[src/rtl/i2cw_pkg.sv]
package i2cw_pkg;
    typedef enum logic [1:0] {
        EV_START  = 2'b00,
        EV_RSTART = 2'b01,
        EV_STOP   = 2'b10,
        EV_BYTE   = 2'b11
    } ev_kind_e;

    typedef struct packed {
        ev_kind_e   kind;
        logic [7:0] data;
        logic       ack;
    } ev_rec_t;
endpackage

[src/rtl/i2cw_sync.sv]
module i2cw_sync #(
    parameter int STAGES = 2,
    parameter int LINES  = 2
) (
    input  logic             clk,
    input  logic             rst_n,
    input  logic [LINES-1:0] raw,
    output logic [LINES-1:0] now,
    output logic [LINES-1:0] prev
);
    generate
        for (genvar i = 0; i < LINES; i++) begin : g_line
            logic [STAGES:0] chain_d, chain_q;

            always_comb begin
                chain_d = {chain_q[STAGES-1:0], raw[i]};
            end

            always_ff @(posedge clk or negedge rst_n) begin
                if (!rst_n) chain_q <= '1;
                else        chain_q <= chain_d;
            end

            assign now[i]  = chain_q[STAGES-1];
            assign prev[i] = chain_q[STAGES];
        end
    endgenerate
endmodule

[src/rtl/i2cw_framer.sv]
module i2cw_framer
    import i2cw_pkg::*;
#(
    parameter int TRIG_HOLD = 2
) (
    input  logic    clk,
    input  logic    rst_n,
    input  logic    scl_now,
    input  logic    scl_prev,
    input  logic    sda_now,
    input  logic    sda_prev,
    output logic    ev_valid,
    output ev_rec_t ev_rec,
    output logic    trig
);
    localparam int TW = $clog2(TRIG_HOLD + 1);

    typedef struct packed {
        logic          active;
        logic [3:0]    cnt;
        logic [7:0]    shreg;
        logic          ev_valid;
        ev_rec_t       ev;
        logic [TW-1:0] trig_cnt;
    } frm_t;

    frm_t st_d, st_q;

    logic scl_high, is_start, is_stop, scl_rise;

    always_comb begin
        scl_high = scl_now && scl_prev;
        is_start = scl_high && sda_prev && !sda_now;
        is_stop  = scl_high && !sda_prev && sda_now;
        scl_rise = scl_now && !scl_prev;

        st_d          = st_q;
        st_d.ev_valid = 1'b0;
        if (st_q.trig_cnt != '0) st_d.trig_cnt = st_q.trig_cnt - 1'b1;

        if (is_start) begin
            st_d.ev_valid = 1'b1;
            st_d.ev.kind  = st_q.active ? EV_RSTART : EV_START;
            st_d.ev.data  = 8'h00;
            st_d.ev.ack   = 1'b0;
            st_d.active   = 1'b1;
            st_d.cnt      = '0;
            st_d.shreg    = '0;
            st_d.trig_cnt = TW'(TRIG_HOLD);
        end else if (is_stop) begin
            st_d.ev_valid = 1'b1;
            st_d.ev.kind  = EV_STOP;
            st_d.ev.data  = 8'h00;
            st_d.ev.ack   = 1'b0;
            st_d.active   = 1'b0;
            st_d.cnt      = '0;
        end else if (scl_rise && st_q.active) begin
            if (st_q.cnt == 4'd8) begin
                st_d.ev_valid = 1'b1;
                st_d.ev.kind  = EV_BYTE;
                st_d.ev.data  = st_q.shreg;
                st_d.ev.ack   = sda_now;
                st_d.cnt      = '0;
            end else begin
                st_d.shreg = {st_q.shreg[6:0], sda_now};
                st_d.cnt   = st_q.cnt + 4'd1;
            end
        end
    end

    always_ff @(posedge clk or negedge rst_n) begin
        if (!rst_n) st_q <= '0;
        else        st_q <= st_d;
    end

    assign ev_valid = st_q.ev_valid;
    assign ev_rec   = st_q.ev;
    assign trig     = (st_q.trig_cnt != '0);

    p_cnt_range_r4: assert property (@(posedge clk) disable iff (!rst_n)
        st_q.cnt <= 4'd8);

    p_stop_closes_r3: assert property (@(posedge clk) disable iff (!rst_n)
        (st_q.ev_valid && st_q.ev.kind == EV_STOP) |-> !st_q.active);

    generate
        if (TRIG_HOLD >= 2) begin : g_trig_chk
            p_trig_hold_r6: assert property (@(posedge clk) disable iff (!rst_n)
                $rose(trig) |=> trig);
        end
    endgenerate
endmodule

[src/rtl/i2cw_fifo.sv]
module i2cw_fifo
    import i2cw_pkg::*;
#(
    parameter int DEPTH = 4
) (
    input  logic    clk,
    input  logic    rst_n,
    input  logic    in_valid,
    input  ev_rec_t in_rec,
    output logic    out_valid,
    input  logic    out_ready,
    output ev_rec_t out_rec,
    output logic    ovf,
    input  logic    ovf_clear
);
    localparam int AW = (DEPTH > 1) ? $clog2(DEPTH) : 1;
    localparam int CW = AW + 1;

    typedef struct packed {
        ev_rec_t [DEPTH-1:0] mem;
        logic [AW-1:0]       wr;
        logic [AW-1:0]       rd;
        logic [CW-1:0]       count;
        logic                ovf;
    } fifo_t;

    fifo_t st_d, st_q;
    logic  pop, push_ok, full;

    always_comb begin
        full    = (st_q.count == CW'(DEPTH));
        pop     = (st_q.count != '0) && out_ready;
        push_ok = in_valid && (!full || pop);

        st_d = st_q;
        if (ovf_clear) st_d.ovf = 1'b0;
        if (pop) st_d.rd = st_q.rd + 1'b1;
        if (push_ok) begin
            st_d.mem[st_q.wr] = in_rec;
            st_d.wr           = st_q.wr + 1'b1;
        end else if (in_valid) begin
            st_d.ovf = 1'b1;
        end
        st_d.count = st_q.count + CW'(push_ok) - CW'(pop);
    end

    always_ff @(posedge clk or negedge rst_n) begin
        if (!rst_n) st_q <= '0;
        else        st_q <= st_d;
    end

    assign out_valid = (st_q.count != '0);
    assign out_rec   = st_q.mem[st_q.rd];
    assign ovf       = st_q.ovf;

    p_valid_stable_r7: assert property (@(posedge clk) disable iff (!rst_n)
        (out_valid && !out_ready) |=> (out_valid && $stable(out_rec)));

    p_ovf_sticky_r8: assert property (@(posedge clk) disable iff (!rst_n)
        (ovf && !ovf_clear) |=> ovf);

    p_drop_sets_ovf_r8: assert property (@(posedge clk) disable iff (!rst_n)
        (in_valid && full && !out_ready) |=> ovf);

    p_count_bound_r7: assert property (@(posedge clk) disable iff (!rst_n)
        st_q.count <= CW'(DEPTH));
endmodule

[src/rtl/i2c_bus_watcher.sv]
module i2c_bus_watcher
    import i2cw_pkg::*;
#(
    parameter int DEPTH       = 4,
    parameter int TRIG_HOLD   = 2,
    parameter int SYNC_STAGES = 2
) (
    input  logic       clk,
    input  logic       rst_n,
    input  logic       scl_i,
    input  logic       sda_i,
    output logic       evt_valid,
    input  logic       evt_ready,
    output logic [1:0] evt_kind,
    output logic [7:0] evt_data,
    output logic       evt_ack,
    output logic       trig_out,
    output logic       ovf_flag,
    input  logic       ovf_clear
);
    logic [1:0] line_now, line_prev;
    logic       fr_valid;
    ev_rec_t    fr_rec, q_rec;

    i2cw_sync #(.STAGES(SYNC_STAGES), .LINES(2)) u_sync (
        .clk  (clk),
        .rst_n(rst_n),
        .raw  ({scl_i, sda_i}),
        .now  (line_now),
        .prev (line_prev)
    );

    i2cw_framer #(.TRIG_HOLD(TRIG_HOLD)) u_framer (
        .clk     (clk),
        .rst_n   (rst_n),
        .scl_now (line_now[1]),
        .scl_prev(line_prev[1]),
        .sda_now (line_now[0]),
        .sda_prev(line_prev[0]),
        .ev_valid(fr_valid),
        .ev_rec  (fr_rec),
        .trig    (trig_out)
    );

    i2cw_fifo #(.DEPTH(DEPTH)) u_fifo (
        .clk      (clk),
        .rst_n    (rst_n),
        .in_valid (fr_valid),
        .in_rec   (fr_rec),
        .out_valid(evt_valid),
        .out_ready(evt_ready),
        .out_rec  (q_rec),
        .ovf      (ovf_flag),
        .ovf_clear(ovf_clear)
    );

    assign evt_kind = q_rec.kind;
    assign evt_data = q_rec.data;
    assign evt_ack  = q_rec.ack;
endmodule

[config.mk]
export PLATFORM = sky130hd
export DESIGN_NAME = i2c_bus_watcher
export DESIGN_NICKNAME = d
export VERILOG_FILES = /design/src/rtl/i2cw_pkg.sv /design/src/rtl/i2cw_sync.sv /design/src/rtl/i2cw_framer.sv /design/src/rtl/i2cw_fifo.sv /design/src/rtl/i2c_bus_watcher.sv
export SDC_FILE = /design/constraint.sdc
export NUM_CORES = 1
export LEC_CHECK = 0
export ABC_AREA = 1
export BUFFER_PORTS_ARGS = -buffer_cell sky130_fd_sc_hd__buf_2
export CAP_MARGIN = 10
export CORE_ASPECT_RATIO = 0.5
export CORE_MARGIN = 1.5
export CORE_UTILIZATION = 25
export CTS_CLUSTER_DIAMETER = 120
export DETAILED_ROUTE_END_ITERATION = 8
export GPL_TIMING_DRIVEN = 0
export REMOVE_ABC_BUFFERS = 1
export SYNTH_ARGS = -nofsm -noshare
export SYNTH_HDL_FRONTEND = slang
export SYNTH_SLANG_ARGS = --single-unit
[constraint.sdc]
create_clock -name clk -period 3.6 [get_ports clk]
set_input_delay 0.9 -clock clk [delete_from_list [all_inputs] [get_ports clk]]
set_output_delay 0.9 -clock clk [all_outputs]
set_load 0.01 [all_outputs]
Word-level counts from Yosys, hierarchy flattened

Index checks and enable logic that the tools add are counted.

Output and inout bits: 14
Word-level logic and storage cells: 83
Input bits: 6
Memory bits (read-only): 0
Latch bits: 0
Memories kept: 0
Memory bits (writable): 0
Flip-flop bits (word level): 85

Divide/modulo/power cells: 0
Multiply operators: 0
Shifts and indexed selects: 0
$add $sub $neg: 6
$lt $le $gt $ge: 3
Mux-type cells: 20
Equal/unequal tests: 4
Bitwise operators: 0
Reduce and logical (&&, ||, !) cells: 24

Operators by type and width:

| operator                                                              | count |
|---|---|
| 44-bit bitwise mux                                                    | 1 |
| 25-bit two-way mux                                                    | 1 |
| 12-bit two-way mux                                                    | 2 |
| 24-bit two-way mux                                                    | 1 |
| 11-bit binary-select mux with 2-bit select                            | 1 |
| 11-bit demux with 2-bit select                                        | 1 |
| 11-bit two-way mux                                                    | 2 |
| 8-bit two-way mux                                                     | 2 |
| 1-bit logical AND                                                     | 10 |
| 3-bit nonzero test                                                    | 3 |
| 4-bit two-way mux                                                     | 2 |
| 2-bit nonzero test                                                    | 4 |
| 2-bit by 3-bit < comparator with 1-bit output (second input constant) | 2 |
| 1-bit two-way mux                                                     | 5 |
| 2-bit by 1-bit adder with 2-bit output (second input constant)        | 2 |
| 4-bit by 1-bit adder with 4-bit output (second input constant)        | 1 |
| 4-bit equality test (second input constant)                           | 1 |
| 1-bit logical NOT                                                     | 4 |
| 2-bit two-way mux                                                     | 2 |
| 2-bit by 1-bit != test with 1-bit output (second input constant)      | 2 |
| 3-bit by 1-bit adder with 3-bit output                                | 1 |
| 3-bit equality test (second input constant)                           | 1 |
| 3-bit AND reduction                                                   | 1 |
| 3-bit by 1-bit subtractor with 3-bit output                           | 1 |
| 4 further kinds                                                       | 4 |

Logic depth before layout (Yosys ltp)

Gate-level depths: netlist of the first run.

Word-level depth: 6
Gate-level depth with buffers: 10
Mapped depth without buffers: 10

Modules after synthesis

A second synthesis of the first run with hierarchy kept.

Cell total of the unflattened synthesis: 489
Area, all modules: 4252.8 um^2

By module, submodules not included:

| module      | cells each | times used | area each (um^2) | sequential area each (um^2) |
|---|---|---|---|---|
| i2cw_fifo   | 305        | 1          | 2597.5           | 1301.2 |
| i2cw_framer | 174        | 1          | 1467.7           | 675.6 |
| i2cw_sync   | 10         | 1          | 187.7            | 157.7 |

Worst setup path after synthesis of the first run

Ideal clock, no wire load.

Path kind: input -> register
From: input port evt_ready
To: register u_fifo.st_q[3] in the netlist's numbering
Library setup time: 0.123 ns
Path buffers: 0
Arrival: 2.000 ns
Stages on the path: 8
Path slack: 1.478 ns
Path through: nand2_1 > inv_1 > ha_1 > inv_1 > ha_1 > inv_1 > fa_1 > xnor2_1

RTL lines:

| element              | RTL line              | source |
|---|---|---|
| from (decl)          | i2c_bus_watcher.sv:13 | `input logic evt_ready,` |
| to (signal assigned) | i2cw_fifo.sv:49       | `else st_q <= st_d;` |
| to (decl)            | i2cw_fifo.sv:27       | `fifo_t st_d, st_q;` |

Final worst setup path of the first run

From: register u_fifo.st_q[4] in the netlist's numbering
To: output port evt_data[4]

Word-level cells in the longest chain between the ends: 2

RTL lines:

| element                                    | RTL line              | source |
|---|---|---|
| 11-bit binary-select mux with 2-bit select | i2cw_fifo.sv:53       | `assign out_rec = st_q.mem[st_q.rd];` |
| 11-bit two-way mux (implied by the code)   | i2cw_fifo.sv:53       |  |
| to (decl)                                  | i2c_bus_watcher.sv:15 | `output logic [7:0] evt_data,` |

No other way between the ends. The select of a mux whose other input is x is not followed.

==> reports/metrics.yaml, run 1 <==
run_status:
  outcome: "complete, no violations"
route:
  drt_first_pass_iters: 4
  final_antenna_net_count: 0
  vias_per_cell: 4.57
  num_vias: 3202
  drc: 0
  detailedRoute.firstIterationViolations: 304
  routedWlPerCell_um: 13.3
  wl_um: 9290
critical_path:
  cp_max_fo: 24
  cp.arrival_ns: 2.17
  criticalPathCategory: "reg -> out"
  crit_path_max_incr_delay_ns: 0.66
  timing.critical_path.slowest_stage_cell: "sky130_fd_sc_hd__inv_1"
  critical_path.n_buffers_inverters: 2
  required_time_of_the_critical_path_ns: 2.70
  worst_r2r_startpoint: "u_fifo.st_q[3]"
  cp-start-kind: "register"
  cp-end-kind: "output pin"
  regToRegSetupSlack_ns: 1.25
  critical_path.cell_chain: "inv_1 > o21ai_0 > o22ai_1 > buf_2"
  r2r_cells: 6
  regToRegEndpoint: "u_fifo.st_q[16]"
  critical-path-top-delay-family: "buffers and inverters"
sta:
  fin_skew_ns: 0.00828
  maxClockFrequency_ghz: 0.326
  layout_min_cycle_time_ns: 3.07
  rsz0062_at_grt: "no"
  finalMaxSlewViolations: 0
  final_min_period_over_clock_period_pct: 85.3
  worst_slew_pin_slew_ns: 0.967
  hold_violations: 0
  maxSlewHeadroom_pct: 35.4
  setup_tns_ns: 0
  report.final.setup_viol: 0
cells_and_area:
  antenna-diode-count: 0
  syn_to_final_growth_pct: 13.1
  fraction_of_final_layout_cells_with_drive_strength_greater_than_1_pct: 11.3
  fin_nets: 491
  n_fill_cell: 1664
grt:
  grt_usage_pct: 11.6
  global_route_wire_length_before_repair_um: 15500
  number_of_global_route_vias_before_repair: 3007
  antenna_found_initial: 0
  maximum_number_of_pins_on_one_net_before_global_route_repair: 55
  overall_overflow_remaining_after_global_route: 0
die:
  fp.coreArea_sq_um: 15700
  pin_count: 20
  std_cell_rows: 32
  dieHeight_um: 93.3
  starting_density_of_the_core_pct: 26.0
  fp.dieArea_sq_um: 17100
  die_width_um: 184
yosys:
  synth-simple-area-share_pct: 30.8
  synthesis.area_per_instance_sq_um: 8.60
  synth_enable_flop_cells: 0
  syn_inst: 474
  netlist.top_cell.by_area: "sky130_fd_sc_hd__dfrtp_1"
  synth.top_cell.area_share_pct: 48.5
  post_synth_xor_area_fraction_pct: 0.859
  synth-main-ff-cell: "sky130_fd_sc_hd__dfrtp_1"
  post_synthesis_async_set_or_reset_flop_share_pct: 100
  post-synth-top-count-cell: "sky130_fd_sc_hd__nand2_1"
  compound_gate_portion_of_the_synthesized_area_pct: 4.76
  post_synth_main_area_contributors: "sky130_fd_sc_hd__dfrtp_1 48%, sky130_fd_sc_hd__nand2_1 14%, sky130_fd_sc_hd__nand4_1 9.2%, sky130_fd_sc_hd__dfstp_2 3.9%, sky130_fd_sc_hd__nor2_1 3.6%"
  ys.warnings.count: 0
  synth-adder-area-share_pct: 3.25
  share_of_cell_area_taken_by_muxes_after_synthesis_pct: 0
  ys_ff_latch: 85
  yosysUniqueCellTypes: 24
  dominant_combinational_cell_family_by_area_after_synthesis: "simple AND/OR/NAND/NOR gates"
  synth_seq_area_share_pct: 52.4
  netlist_top_cells_count: "151 x sky130_fd_sc_hd__nand2_1, 79 x sky130_fd_sc_hd__dfrtp_1, 60 x sky130_fd_sc_hd__nand4_1"
  synth.cell_area_sq_um: 4080
clock_tree:
  cts-root-buf: "sky130_fd_sc_hd__clkbuf_16"
  latest_clock_arrival_within_the_worst_skew_pair_ns: 0.34
  clk_pin_slew_ns: 0.07
  cts_num_sinks: 85
  holdBufCountCts: 0
  cts-htree-levels: 3
  cts-buffers-inserted: 9
  maximum_buffer_depth_of_the_clock_tree: 2
  tritoncts: "built"
worst_hold_path:
  holdPathStages: 0
  worstHoldStart: "u_sync.g_line[1].chain_q[0]"
  worstHoldEndpoint: "u_sync.g_line[1].chain_q[1]"
  min_path_type: "reg -> reg"
placed_design:
  post-dp-hpwl_um: 5480
  gp_congestion: 0.710
  placement.io_buffers: 19
pwr:
  p_per_area_nw_per_um2: 685
  total_power_mw: 3.16
  vdd.ir_drop.worst_mv: 0.230
  static-leakage-power_nw: 2.35
run:
  maxCapViolCount: 0
## worst register-to-register path, cell delays in order (launching register included)
cell	delay, ns
sky130_fd_sc_hd__dfrtp_1	0.40
sky130_fd_sc_hd__inv_2	0.08
sky130_fd_sc_hd__nor2_4	0.04
sky130_fd_sc_hd__nand2_2	0.67
sky130_fd_sc_hd__nand3_1	0.75
sky130_fd_sc_hd__nand2_1	0.22
sky130_fd_sc_hd__nand2_1	0.07
## repair_timing
item / in CTS / in global routing
setup endpoints to repair: 0 / 3
setup buffers: 0 / 0
resized for setup: 0 / 1
endpoints found under the hold margin: 0 / 0
## through the flow
stage | hold WS (ns) | instance area (sq um) | util [%] | cells | setup WS (ns)
floorplan | 0.345 | 3870 | - | 444 | 1.21
global placement | 0.347 | 4240 | 27.1 | 684 | 0.606
detailed placement | 0.347 | 4270 | 27.3 | 685 | 0.613
CTS | 0.356 | 4610 | 29.4 | 700 | 0.224
global route | 0.361 | 4610 | 29.4 | 700 | 0.376
finish | 0.354 | 4610 | 29.4 | 700 | 0.531
## routing by layer
layer  wire (um)  global-route usage (%)
met1        4310                    15.4
met2        4420                    18.2
met3         434                    3.74
met4         122                    3.42
met5           0                       0
## kinds of logic (layout without fill, tap and decap cells)
kind of cell               after synthesis  after routing
AOI/OAI and AO/OA                       36             36
xor gates and xnor gates                 4              4
adders and majority gates               10             10
buffers and inverters                   61             66
DFF                                     85             85
and+or+nand+nor                        278            278
## final cells by class
type / instances / area (sq um) / area share, %
flip-flops and latches: 85 / 2140 / 46.4
multi-input cells: 328 / 1620 / 35.1
well taps: 221 / 277 / 6.00
clock buffers: 9 / 225 / 4.89
repair buffers: 20 / 125 / 2.71
inverters: 31 / 116 / 2.52
clock inverters: 6 / 113 / 2.44
## layout by cell type (no fill, tap or decap), types with 2 or more instances in the layout
| cell | Yosys | final |
|---|---|---|
| sky130_fd_sc_hd__buf_2 | 8 | 18 |
| sky130_fd_sc_hd__bufinv_16 | 0 | 3 |
| sky130_fd_sc_hd__clkbuf_16 | 0 | 9 |
| sky130_fd_sc_hd__clkinv_4 | 0 | 2 |
| sky130_fd_sc_hd__dfrtp_1 | 79 | 77 |
| sky130_fd_sc_hd__dfrtp_2 | 0 | 2 |
| sky130_fd_sc_hd__dfstp_2 | 6 | 6 |
| sky130_fd_sc_hd__ha_1 | 9 | 9 |
| sky130_fd_sc_hd__inv_1 | 28 | 28 |
| sky130_fd_sc_hd__inv_2 | 3 | 3 |
| sky130_fd_sc_hd__nand2_1 | 151 | 151 |
| sky130_fd_sc_hd__nand2_2 | 4 | 4 |
| sky130_fd_sc_hd__nand3_1 | 19 | 19 |
| sky130_fd_sc_hd__nand4_1 | 60 | 60 |
| sky130_fd_sc_hd__nor2_1 | 39 | 39 |
| sky130_fd_sc_hd__nor2_4 | 2 | 2 |
| sky130_fd_sc_hd__o21ai_0 | 25 | 25 |
| sky130_fd_sc_hd__o22ai_1 | 11 | 11 |
| sky130_fd_sc_hd__xnor2_1 | 2 | 2 |
| sky130_fd_sc_hd__xor2_1 | 2 | 2 |
## power by group
| group | switching, mW | internal (mW) | total (mW) |
|---|---|---|---|
| clock | 0.391 | 0.675 | 1.07 |
| sequential | 0.156 | 1.07 | 1.23 |
| combinational | 0.564 | 0.299 | 0.863 |
| total | 1.11 | 2.04 | 3.16 |
## worst max path at each step
stage	start	to	slack, ns	cells past startpoint
finish	u_fifo.st_q[4]	evt_data[4]	0.53	4
global route	u_fifo.st_q[4]	evt_data[6]	0.38	4
CTS	u_fifo.st_q[4]	evt_data[1]	0.22	4
detailed placement	u_fifo.st_q[4]	evt_data[4]	0.61	4
global placement	u_fifo.st_q[4]	evt_data[0]	0.61	4
floorplan	evt_ready	u_fifo.st_q[3]	1.21	8
## registers in the layout (all words and copies together), names as in the netlist
signal and cells:
u_fifo.ovf 1, u_fifo.st_q 51, u_framer.ev_rec 11, u_framer.ev_valid 1, u_framer.st_q 15, u_sync.g_line.chain_q 6
Note: power is estimated with default switching activity, not from simulation.
==> run 2: changes to the inputs <==
--- a/config.mk
+++ b/config.mk
@@ -5,7 +5,6 @@
 export SDC_FILE = /design/constraint.sdc
 export NUM_CORES = 1
 export LEC_CHECK = 0
-export ABC_AREA = 1
 export BUFFER_PORTS_ARGS = -buffer_cell sky130_fd_sc_hd__buf_2
 export CAP_MARGIN = 10
 export CORE_ASPECT_RATIO = 0.5
==> run 2 against run 1 <==
Flip-flop and latch count unchanged. Sequential share of layout area grew 0.60 points. Combinational power shrank 43%. Clock skew fell by 0.0028 ns. Register-to-register slack improved by 0.17 ns. Largest cell class unchanged.
==> reports/metrics.yaml, run 2 <==
yosys:
  synthesis.area_per_instance_sq_um: 15.0
  synth.top_cell.area_share_pct: 50.0
  ys_ff_latch: 85
  synth.cell_area_sq_um: 3950
  synth_enable_flop_cells: 0
  ys.warnings.count: 0
  syn_inst: 264
  yosysUniqueCellTypes: 43
  synth_seq_area_share_pct: 54.0
  post-synth-top-count-cell: "sky130_fd_sc_hd__dfrtp_1"
  post_synthesis_async_set_or_reset_flop_share_pct: 100
  synth-main-ff-cell: "sky130_fd_sc_hd__dfrtp_1"
  netlist_top_cells_count: "79 x sky130_fd_sc_hd__dfrtp_1, 40 x sky130_fd_sc_hd__mux2_4, 24 x sky130_fd_sc_hd__inv_1"
  post_synth_main_area_contributors: "sky130_fd_sc_hd__dfrtp_1 50%, sky130_fd_sc_hd__mux2_4 15%, sky130_fd_sc_hd__mux4_2 6.3%, sky130_fd_sc_hd__dfstp_2 4.0%, sky130_fd_sc_hd__ha_1 2.9%"
  netlist.top_cell.by_area: "sky130_fd_sc_hd__dfrtp_1"
cells_and_area:
  fraction_of_final_layout_cells_with_drive_strength_greater_than_1_pct: 36.9
  flip_flop_count_of_the_largest_register_after_layout: 51
  fin_nets: 301
  antenna-diode-count: 0
  final_core_utilization_pct: 29.5
  n_fill_cell: 1511
  layout.cells.most_common: "sky130_fd_sc_hd__dfrtp_1"
  most-common-layout-cells: "79 x sky130_fd_sc_hd__dfrtp_1, 40 x sky130_fd_sc_hd__mux2_4, 24 x sky130_fd_sc_hd__inv_1"
  regMostFlops: "u_fifo.st_q"
  syn_to_final_growth_pct: 15.1
pwr:
  p_per_area_nw_per_um2: 605
  share_comb_of_total_power_pct: 17.9
  p_sw_mw: 0.743
  power.sequential.fraction_pct: 45.3
  vdd.ir_drop.worst_mv: 0.242
  total_power_mw: 2.75
  power.share.switching_pct: 27.0
  static-leakage-power_nw: 2.24
  cell_internal_pwr_mw: 2.01
  power.clock.fraction_pct: 36.8
critical_path:
  required_time_of_the_critical_path_ns: 2.70
  cp.arrival_ns: 2.00
  cp-end-kind: "output pin"
  regToRegSetupSlack_ns: 1.42
  criticalPathCategory: "reg -> out"
  cp_max_fo: 13
  worst_r2r_startpoint: "u_fifo.st_q[2]"
  r2r_cells: 8
  regToRegEndpoint: "u_fifo.st_q[3]"
  cp-start-kind: "register"
clock_tree:
  latest_clock_arrival_within_the_worst_skew_pair_ns: 0.34
  cts_num_sinks: 85
  cts-htree-levels: 3
  cts-root-buf: "sky130_fd_sc_hd__clkbuf_16"
  holdBufCountCts: 0
  tritoncts: "built"
  clk_pin_slew_ns: 0.06
  cts-buffers-inserted: 9
  maximum_buffer_depth_of_the_clock_tree: 2
  ctsResizeCount: 0
  cts_setup_buffers: 0
grt:
  antenna_found_initial: 0
  global_route_wire_length_before_repair_um: 11800
  maximum_number_of_pins_on_one_net_before_global_route_repair: 56
  overall_overflow_remaining_after_global_route: 0
  number_of_global_route_vias_before_repair: 2191
  grt_usage_pct: 9.21
sta:
  hold_violations: 0
  report.final.setup_viol: 0
  fin_skew_ns: 0.00550
  worst_slew_pin_slew_ns: 0.825
  maxSlewHeadroom_pct: 45.0
  maxClockFrequency_ghz: 0.345
  final_min_period_over_clock_period_pct: 80.6
  finalMaxSlewViolations: 0
  setup_tns_ns: 0
  finalWorstSetupSlack_ns: 0.698
  layout_min_cycle_time_ns: 2.90
  timing.hold.ws_ns: 0.356
  rsz0062_at_grt: "no"
worst_hold_path:
  worstHoldEndpoint: "u_sync.g_line[0].chain_q[1]"
  min_path_type: "reg -> reg"
  holdPathStages: 0
  worstHoldStart: "u_sync.g_line[0].chain_q[0]"
route:
  drt_first_pass_iters: 6
  routedWlPerCell_um: 13.9
  final_antenna_net_count: 0
  detailedRoute.firstIterationViolations: 129
  drc: 0
  num_vias: 2091
  vias_per_cell: 4.23
  wl_um: 6860
placed_design:
  gp_congestion: 0.729
  placement.io_buffers: 19
  pre_cts_ws_ns: 0.910
  post-dp-hpwl_um: 4320
die:
  die_width_um: 181
  fp.coreArea_sq_um: 15400
  dieHeight_um: 91.9
  fp.dieArea_sq_um: 16600
  pin_count: 20
  starting_density_of_the_core_pct: 25.6
  std_cell_rows: 32
run:
  maxCapViolCount: 0
run_status:
  outcome: "complete, no violations"
==> run 2: cell count changes after synthesis, sizes merged, moves of 6 or more <==
cell | before | now
a22o | 0 | 8
o21ai | 25 | 2
nand2 | 155 | 10
nor2 | 42 | 7
buf | 25 | 8
a21oi | 0 | 6
inv | 31 | 24
o22ai | 11 | 2
nand4 | 60 | 1
mux4 | 0 | 11
nand3 | 20 | 7
mux2 | 0 | 48
==> run 2: worst max-delay path, stage by stage, from the launching register on <==
cell	delay [ns]
sky130_fd_sc_hd__dfrtp_1	0.88
sky130_fd_sc_hd__mux4_2	0.62
sky130_fd_sc_hd__buf_2	0.16
==> run 2: how the worst max path moves through the flow <==
| stage | start | to | slack (ns) |
|---|---|---|---|
| 6_report | u_fifo.st_q[4] | evt_data[2] | 0.70 |
| 5_1_grt | u_fifo.st_q[4] | evt_data[1] | 0.54 |
| 4_1_cts | u_fifo.st_q[4] | evt_data[1] | 0.61 |
| 3_5_place_dp | evt_ready | u_fifo.st_q[3] | 0.91 |
| 3_3_place_gp | rst_n | u_framer.st_q[1] | 0.88 |
| 2_1_floorplan | evt_ready | u_fifo.st_q[2] | 1.13 |
==> run 2: per-layer routing <==
layer	global-route usage, %	part of all wire (%)
met5	0	0
met3	3.42	3.7
met4	3.36	1.5
met2	13.9	46
met1	12.0	49
==> run 2: cell families after synthesis <==
kind of cell	after synthesis	share of synthesized area, %
DFF	85	54.0
buffers and inverters	34	5.13
AOI/OAI and AO/OA	26	5.26
xor gates and xnor gates	9	2.00
and+or+nand+nor	37	5.45
muxes	63	24.8
adders and majority gates	10	3.36
==> run 2: layout make-up <==
class                           count  area (sq um)  area share, %
Timing Repair Buffer               20           125           2.75
Tap cell                          204           255           5.62
Multi-Input combinational cell    145          1610           35.5
Clock inverter                      3          67.6           1.49
Sequential cell                    85          2130           47.0
Inverter                           24          90.1           1.98
Clock buffer                       13           260           5.73
==> run 2: power groups by stage <==
stage / registers, mW / logic (mW) / clock network (mW)
after global routing: 1.27 / 0.552 / 1.09
final: 1.25 / 0.491 / 1.01
after floorplan: 1.21 / 0.393 / 0
after global placement: 1.27 / 0.483 / 0
after detailed placement: 1.27 / 0.498 / 0
after CTS: 1.25 / 0.501 / 1.04
==> run 2: per-stage QoR <==
step           cell area (sq um)  std cells
3_5_place_dp                4220        478
3_3_place_gp                4190        477
6_report                    4550        494
2_1_floorplan               3840        254
5_1_grt                     4550        494
4_1_cts                     4550        494
==> run 3: changes to the inputs <==
--- a/config.mk
+++ b/config.mk
@@ -5,6 +5,7 @@
 export SDC_FILE = /design/constraint.sdc
 export NUM_CORES = 1
 export LEC_CHECK = 0
+export ABC_AREA = 1
 export BUFFER_PORTS_ARGS = -buffer_cell sky130_fd_sc_hd__buf_2
 export CAP_MARGIN = 10
 export CORE_ASPECT_RATIO = 0.5
==> constraint.sdc (replaced) <==
create_clock -name clk -period 2.8 [get_ports clk]
set_input_delay 0.7 -clock clk [delete_from_list [all_inputs] [get_ports clk]]
set_output_delay 0.7 -clock clk [all_outputs]
set_load 0.01 [all_outputs]
==> run 3 against run 2 <==
Cell count grew 42%. Total power grew 48%. Wire length grew 37%. Sequential share of layout area shrank 0.68 points. Non-clock buffer count is the same. Critical endpoint is now evt_data[4]. Largest cell class unchanged. Highest routed layer unchanged.
==> reports/metrics.yaml, run 3 (synthesis gave the netlist of run 1 again) <==
cells_and_area:
  post-route-cell-area_sq_um: 4620
  fraction_of_final_layout_cells_with_drive_strength_greater_than_1_pct: 11.7
  n_fill_cell: 1663
  final_core_utilization_pct: 29.5
  layout.cells.most_common: "sky130_fd_sc_hd__nand2_1"
  antenna-diode-count: 0
  most-common-layout-cells: "151 x sky130_fd_sc_hd__nand2_1, 77 x sky130_fd_sc_hd__dfrtp_1, 60 x sky130_fd_sc_hd__nand4_1"
  fin_nets: 492
  flip_flop_count_of_the_largest_register_after_layout: 51
  regMostFlops: "u_fifo.st_q"
  syn_to_final_growth_pct: 13.4
sta:
  final_min_period_over_clock_period_pct: 91.7
  worst_slew_pin_slew_ns: 0.980
  fin_skew_ns: 0.00726
  finalMaxSlewViolations: 0
  report.final.setup_viol: 0
  maxSlewHeadroom_pct: 34.5
  finalWorstSetupSlack_ns: 0.234
  rsz0062_at_grt: "no"
  maxClockFrequency_ghz: 0.390
  layout_min_cycle_time_ns: 2.57
  setup_tns_ns: 0
  hold_violations: 0
placed_design:
  post-dp-hpwl_um: 5480
  gp_congestion: 0.710
  placement.io_buffers: 19
  place_area_sq_um: 4270
  pre_cts_ws_ns: 0.0128
critical_path:
  criticalPathCategory: "reg -> out"
  required_time_of_the_critical_path_ns: 2.10
  cp-end-kind: "output pin"
  r2r_cells: 6
  cp-start-kind: "register"
  cp_max_fo: 13
  cp.arrival_ns: 1.87
route:
  vias_per_cell: 4.57
  drc: 0
  detailedRoute.firstIterationViolations: 286
  final_antenna_net_count: 0
  wl_um: 9400
  drt_first_pass_iters: 4
  routedWlPerCell_um: 13.4
  num_vias: 3203
die:
  pin_count: 20
  starting_density_of_the_core_pct: 26.0
  std_cell_rows: 32
  fp.dieArea_sq_um: 17100
  fp.coreArea_sq_um: 15700
  dieHeight_um: 93.3
  die_width_um: 184
clock_tree:
  latest_clock_arrival_within_the_worst_skew_pair_ns: 0.34
  holdBufCountCts: 0
  maximum_buffer_depth_of_the_clock_tree: 2
  cts_num_sinks: 85
  cts-htree-levels: 3
  cts-buffers-inserted: 9
  clk_pin_slew_ns: 0.07
  tritoncts: "built"
  cts-root-buf: "sky130_fd_sc_hd__clkbuf_16"
pwr:
  vdd.ir_drop.worst_mv: 0.297
  total_power_mw: 4.08
  static-leakage-power_nw: 2.35
  p_per_area_nw_per_um2: 883
grt:
  maximum_number_of_pins_on_one_net_before_global_route_repair: 55
  overall_overflow_remaining_after_global_route: 0
  global_route_wire_length_before_repair_um: 15700
  grt_usage_pct: 11.8
  antenna_found_initial: 0
  number_of_global_route_vias_before_repair: 3034
worst_hold_path:
  min_path_type: "in -> async"
run_status:
  outcome: "complete, no violations"
run:
  maxCapViolCount: 0
==> run 3: routing by layer <==
| layer | track usage [%] | share of wire, % |
|---|---|---|
| met5 | 0 | 0 |
| met4 | 3.69 | 1.1 |
| met3 | 3.74 | 4.8 |
| met2 | 18.3 | 47 |
| met1 | 15.6 | 47 |
==> run 3: final timing paths <==
path / startpoint / end / slack (ns)
hold reg to reg: u_sync.g_line[1].chain_q[0] / u_sync.g_line[1].chain_q[1] / 0.35
hold / removal: rst_n / u_fifo.st_q[43] / 0.29
max in group asynchronous: rst_n / u_sync.g_line[1].chain_q[0] / 1.83
setup reg to reg: u_fifo.st_q[3] / u_fifo.st_q[16] / 0.45
min in group clk: u_sync.g_line[1].chain_q[0] / u_sync.g_line[1].chain_q[1] / 0.35
setup / recovery: u_fifo.st_q[5] / evt_data[4] / 0.23
==> run 3: cell type report <==
type                       instances  area [sq um]  area share [%]
clock buffer                       9           225            4.87
timing repair buffer              20           125            2.71
sequential                        85          2140            46.3
timing repair inverter             1          7.51           0.162
multi-input combinational        328          1620            35.0
tap                              221           277            5.98
clock inverter                     6           113            2.44
inverter                          31           120            2.60
==> run 3: report_power, final <==
group,internal (mW),leakage [nW],switching (mW)
clock network,0.868,0.165,0.499
registers,1.38,1.13,0.213
logic,0.388,1.05,0.736
total,2.64,2.35,1.45
==> run 3: through the flow <==
| step | instances | hold slack (ns) |
|---|---|---|
| floorplan | 444 | 0.345 |
| CTS | 701 | 0.309 |
| global placement | 684 | 0.347 |
| detailed placement | 685 | 0.347 |
| global route | 701 | 0.315 |
| finish | 701 | 0.293 |
==> run 3: worst max-delay path, stage by stage (launching register included) <==
cell and delay [ns]:
sky130_fd_sc_hd__dfrtp_1 0.56, sky130_fd_sc_hd__inv_1 0.40, sky130_fd_sc_hd__o21ai_0 0.16, sky130_fd_sc_hd__o22ai_1 0.21
sky130_fd_sc_hd__buf_2 0.18
==> run 3: what timing repair did <==
| action | CTS | global route |
|---|---|---|
| buffers inserted | 0 | 0 |
| gates resized for setup | 3 | 1 |
| setup endpoints to repair | 11 | 11 |
| cloned | 1 | 0 |
